<file path="src/rtl/irq_pkg.sv">
package irq_pkg;
    localparam int NSRC       = 5;
    localparam int NEXT       = 2;
    localparam int NTMR       = 2;
    localparam int IDXW       = $clog2(NSRC);
    localparam int VECW       = 16;
    localparam int VEC_BASE   = 3;
    localparam int VEC_STRIDE = 8;

    typedef struct packed {
        logic            hi;
        logic            lo;
        logic [NTMR-1:0] tmr;
    } ctl_state_t;
endpackage

</file>
<file path="src/rtl/irq_edge_det.sv">
module irq_edge_det (
    input  logic clk,
    input  logic rst_n,
    input  logic tick,
    input  logic edge_mode,
    input  logic pin_n,
    input  logic clr,
    output logic flag
);
    typedef struct packed {
        logic prev;
        logic flag;
    } ed_t;

    ed_t st_d, st_q;

    always_comb begin
        st_d = st_q;
        if (clr)
            st_d.flag = 1'b0;
        if (tick) begin
            st_d.prev = pin_n;
            if (edge_mode && st_q.prev && !pin_n)
                st_d.flag = 1'b1;
        end
    end

    always_ff @(posedge clk or negedge rst_n) begin
        if (!rst_n) begin
            st_q.prev <= 1'b1;
            st_q.flag <= 1'b0;
        end else begin
            st_q <= st_d;
        end
    end

    assign flag = st_q.flag;
endmodule

</file>
<file path="src/rtl/irq_arbiter.sv">
module irq_arbiter #(
    parameter int NSRC = 5,
    localparam int IDXW = $clog2(NSRC)
) (
    input  logic [NSRC-1:0] pend,
    input  logic [NSRC-1:0] prio,
    output logic            hi_valid,
    output logic [IDXW-1:0] hi_idx,
    output logic            lo_valid,
    output logic [IDXW-1:0] lo_idx
);
    always_comb begin
        hi_valid = 1'b0;
        lo_valid = 1'b0;
        hi_idx   = '0;
        lo_idx   = '0;
        for (int i = NSRC - 1; i >= 0; i--) begin
            if (pend[i] && prio[i]) begin
                hi_valid = 1'b1;
                hi_idx   = IDXW'(i);
            end
            if (pend[i] && !prio[i]) begin
                lo_valid = 1'b1;
                lo_idx   = IDXW'(i);
            end
        end
    end
endmodule

</file>
<file path="src/rtl/irq_ctrl.sv">
module irq_ctrl
    import irq_pkg::*;
(
    input  logic             clk,
    input  logic             rst_n,
    input  logic             mc_tick,
    input  logic             glb_en,
    input  logic [NSRC-1:0]  src_en,
    input  logic [NSRC-1:0]  src_prio,
    input  logic [NEXT-1:0]  ext_edge,
    input  logic [NEXT-1:0]  ext_pin_n,
    input  logic [NTMR-1:0]  tmr_ovf,
    input  logic             ser_flag,
    input  logic             ack,
    input  logic             reti,
    output logic             irq_req,
    output logic [VECW-1:0]  irq_vec,
    output logic [1:0]       act_lvl,
    output logic [NEXT-1:0]  ext_flag,
    output logic [NTMR-1:0]  tmr_flag
);
    localparam int SER_IDX = NSRC - 1;

    ctl_state_t st_d, st_q;

    logic [NSRC-1:0] src_raw;
    logic [NSRC-1:0] pend;
    logic [NEXT-1:0] ext_clr;
    logic            hi_valid, lo_valid;
    logic [IDXW-1:0] hi_idx, lo_idx, win_idx;
    logic            win_hi;
    logic            allow;
    logic            take;

    for (genvar k = 0; k < NEXT; k++) begin : g_ext
        irq_edge_det u_ed (
            .clk       (clk),
            .rst_n     (rst_n),
            .tick      (mc_tick),
            .edge_mode (ext_edge[k]),
            .pin_n     (ext_pin_n[k]),
            .clr       (ext_clr[k]),
            .flag      (ext_flag[k])
        );
        assign src_raw[2*k] = ext_edge[k] ? ext_flag[k] : ~ext_pin_n[k];
        assign ext_clr[k]   = take && (win_idx == IDXW'(2*k));
    end

    for (genvar k = 0; k < NTMR; k++) begin : g_tmr
        assign src_raw[2*k+1] = st_q.tmr[k];
    end

    assign src_raw[SER_IDX] = ser_flag;
    assign pend = src_raw & src_en & {NSRC{glb_en}};

    irq_arbiter #(.NSRC(NSRC)) u_arb (
        .pend     (pend),
        .prio     (src_prio),
        .hi_valid (hi_valid),
        .hi_idx   (hi_idx),
        .lo_valid (lo_valid),
        .lo_idx   (lo_idx)
    );

    assign win_hi  = hi_valid;
    assign win_idx = hi_valid ? hi_idx : lo_idx;
    assign allow   = !st_q.hi && (!st_q.lo || hi_valid);
    assign irq_req = (hi_valid || lo_valid) && allow;
    assign irq_vec = VECW'(VEC_BASE) + VECW'(win_idx) * VECW'(VEC_STRIDE);
    assign take    = ack && irq_req;

    always_comb begin
        st_d = st_q;
        if (reti) begin
            if (st_q.hi)
                st_d.hi = 1'b0;
            else
                st_d.lo = 1'b0;
        end
        if (take) begin
            if (win_hi)
                st_d.hi = 1'b1;
            else
                st_d.lo = 1'b1;
        end
        for (int k = 0; k < NTMR; k++) begin
            if (take && (win_idx == IDXW'(2*k+1)))
                st_d.tmr[k] = 1'b0;
            if (tmr_ovf[k])
                st_d.tmr[k] = 1'b1;
        end
    end

    always_ff @(posedge clk or negedge rst_n) begin
        if (!rst_n)
            st_q <= '0;
        else
            st_q <= st_d;
    end

    assign act_lvl  = {st_q.hi, st_q.lo};
    assign tmr_flag = st_q.tmr;
endmodule

</file>
<file path="config.mk">
export PLATFORM = sky130hd
export DESIGN_NAME = irq_ctrl
export DESIGN_NICKNAME = d
export VERILOG_FILES = /design/src/rtl/irq_pkg.sv /design/src/rtl/irq_edge_det.sv /design/src/rtl/irq_arbiter.sv /design/src/rtl/irq_ctrl.sv
export SDC_FILE = /design/constraint.sdc
export NUM_CORES = 1
export LEC_CHECK = 0
export BUFFER_PORTS_ARGS = -buffer_cell sky130_fd_sc_hd__buf_2
export CORE_MARGIN = 2
export CORE_UTILIZATION = 35
export CTS_BUF_LIST = sky130_fd_sc_hd__clkbuf_8
export CTS_CLUSTER_DIAMETER = 100
export DETAILED_ROUTE_END_ITERATION = 10
export PLACE_DENSITY = 0.78
export SLEW_MARGIN = 20
export SYNTH_ARGS = -nofsm -noshare
export SYNTH_HDL_FRONTEND = slang
export SYNTH_SLANG_ARGS = --single-unit
</file>
<file path="constraint.sdc">
create_clock -name clk -period 4.3 [get_ports clk]
set_clock_uncertainty 0.15 [all_clocks]
set_input_delay 0.86 -clock clk [delete_from_list [all_inputs] [get_ports clk]]
set_output_delay 0.86 -clock clk [all_outputs]
set_load 0.02 [all_outputs]
</file>
==> results list <==
- Outcome: finished clean
- Detailed routing placed a total of 948 um of wire on met2.
- Yosys printed 0 warnings.
- Number of vias per cell: 4.86
* Async set-or-reset flop fraction in the synthesized netlist: 100%
- Net switching share of the total power: 37.4%
* Most frequent cells after synthesis: buf_4 (15), a21oi_1 (7)
- TritonCTS built the clock tree.
- Register clock-pin slew on the reported worst setup and hold paths: 40 ps
- The first routing iteration left 13 violations.
- The final layout contains 147 nets.
- In this run, synthesis inferred 0 flip-flops with an integrated enable.
- Syn avg cell area: 8.46 sq um
- Cells with a size suffix above 1 make up 39.8% of the layout.
* Detailed-route wire length: 1.71 mm
* Overall die height: 51.2 um
- Final hold violations: 0
* Highest fanout seen on the critical path: 3
- The number of antenna diodes in the final layout is 0.
- Source of the critical timing path: src_prio[2]
- The share of the Yosys chip area taken by registers is 26.0%.
- In this run the number of H-tree levels came out at 1.
- Fraction of post-synthesis cell area in the top cell type by area: 19.3%
* Number of sinks on the clock net: 8
- Entering global routing, the biggest net connects 10 pins.
- In this run the clock root is driven by a clkbuf_8.
* Top achievable clock speed: 315 MHz
* Vias in the first global route: 683
- In this run the cell area measured after placement is 891 sq um.
- Routed signal wires occupy layers up through met4.
- Worst reg2reg startpoint: tmr_flag[0]$_DFFE_PN0P_
* Total I/O pin count: 46
- Initial core utilization: 36.2%
* WL met1: 641 um
- Final TNS setup: 0 ps
* Number of buffers inserted during clock tree synthesis: 3
* Largest area contributor in the netlist: dfrtp_1
- Number of antenna violations at the first check in global routing: 0
- Kind of critical path: in2out
- The most common cell in the synthesized netlist is buf_4.
* Final setup violation count: 0
- Power spread over the standard cell area amounts to 348 nW/um^2.
* Number of flip-flops and latches in the synthesized netlist: 8
* Area overhead of the layout relative to synthesis: 20.3%
- Comb power frac: 40.8%
- Post-synth design cell area: 778 sq um
- Across the run, the number of max-cap violations was 0.
- Arrival @ worst endpoint: 2160 ps
- Slew Limit Fails: 0
- STA classifies the critical path startpoint as an input pin.
- Cells fill 43.6% of the core in the end.
- Number of buffers inserted by port buffering: 32
* Wire length of the first global-routing pass: 2.68 mm
* Maximum resistive drop on vdd: 0.183 mV
* Final design instance area without fill: 936 sq um
* Antenna Nets Post-Route: 0
- Total of cells resized after clock tree synthesis: 0
* Cells after Synth: 92
- Worst min path class: in2async
- Cell Rows: 17
- TritonRoute pass-1 iters: 4
- Global-route total usage across every layer: 13.4%
* Final cycle utilization of the critical path: 73.8%
- The clock reaches the later pin of the worst-skew pair after 220 ps.
- Int Power: 0.204 mW
* DPL Wire Length: 1.47 mm
* Die area: 2620 sq um
* Type of element capturing the critical path: primary output
- Sequential fraction of design power: 31.5%
* Via count: 734
* Clock network fraction of design power: 27.7%
- Routability-driven placement finished with a final weighted congestion of 0.881.
* # DRC: 0
* Synth Flop Type: dfrtp_1
- Layout fillers: 219
* Synth area leaders: dfrtp_1 (19%), buf_4 (14%), dfstp_2 (6.8%)
* Detail-routed net length per standard cell: 11.3 um
- Crit path required time: 3290 ps
- Met3 wire len: 94 um
- Global-route congestion overflow total: 0
- RSZ-0062 raised after global routing: false
- Postcts setup bufs: 0
- The worst path in the final design needs a cycle of 3170 ps, including I/O delays and setup.
- The die is 51.2 um wide.
- In this run the standard cell core region covers 2150 sq um.
- In this run the deepest clock path goes through 2 buffers.
- Summed over all cells, the static leakage comes to 0.474 nW.
- Hold repair after CTS inserted 0 buffers.
- Net Sw Power: 0.122 mW
* Distinct cells, synth: 35
## power groups by stage
stage / Clock [mW] / Sequential [mW] / Combinational, mW
floorplan: 0 / 0.107 / 0.106
finish: 0.0903 / 0.103 / 0.133
CTS: 0.0936 / 0.103 / 0.133
detailed placement: 0 / 0.103 / 0.133
global placement: 0 / 0.103 / 0.131
global route: 0.0962 / 0.104 / 0.146
## per-layer routing
metal / track usage (%) / up-vias
li1: - / 361
met1: 13.1 / 340
met2: 26.2 / 28
met3: 1.46 / 5
met4: 8.56 / 0
met5: 0 / -
## worst max-delay path: stages
cell      delay (ps)
buf_2            100
and2b_2          220
nand4_4          110
o21a_1           130
o311ai_2         320
and3_4           250
buf_2            170
## through the flow
stage / total power [mW] / instances / hold WS [ps] / worst slack [ps]
floorplan: 0.213 / 103 / 359 / 1380
global placement: 0.234 / 147 / 409 / 1170
detailed placement: 0.236 / 147 / 413 / 1160
CTS: 0.329 / 151 / 308 / 1140
global route: 0.346 / 151 / 321 / 1040
finish: 0.326 / 151 / 311 / 1130
## path summary, 6_finish.rpt
check / end / slack (ps) / depth (start not counted)
hold reg to reg: g_ext[0].u_ed.flag$_DFF_PN0_ / 420 / 2
min in group clk: g_ext[0].u_ed.flag$_DFF_PN0_ / 420 / 2
setup reg to reg: tmr_flag[0]$_DFFE_PN0P_ / 2470 / 6
hold / removal: tmr_flag[0]$_DFFE_PN0P_ / 310 / 1
setup / recovery: irq_vec[4] / 1130 / 7
max in group asynchronous: g_ext[0].u_ed.st_q[1]$_DFFE_PN1P_ / 3450 / 1
## cell usage in the layout, fill, tap and decap left out, types with 3 or more instances in the layout
master    instances
a21oi_1           7
a31oi_1           3
buf_2            32
clkbuf_8          3
conb_1           13
dfrtp_1           6
inv_1             7
nand2_1           6
nand2b_1          3
nand3_1           3
nand4_1           4
nor2_1            6
nor3_1            3
## registers in the layout (all words and copies together), names as in the netlist
name / flops
act_lvl: 2
g_ext.u_ed.st_q: 2
tmr_flag: 2
g_ext.u_ed.flag: 2
## final cells by class
class                      count  area (sq um)  share of cell area [%]
inverter                       6          22.5                    2.41
tap                           28          35.0                    3.74
sequential                     8           203                    21.7
clock buffer                   3          41.3                    4.41
multi-input combinational     73           470                    50.3
timing repair buffer          32           160                    17.1
clock inverter                 1          3.75                   0.401
## cell families (layout without fill, tap and decap cells)
kind of cell / Yosys count / count (layout) / share of synthesized area, %
AO/OA/AOI/OAI: 19 / 19 / 17.7
multiplexers: 2 / 2 / 2.89
other: 2 / 13 / 0.965
AND/OR/NAND/NOR: 39 / 39 / 33.6
flip-flops: 8 / 8 / 26.0
buffers and inverters: 22 / 42 / 18.8
No activity file was read; power rests on OpenSTA's default activity.
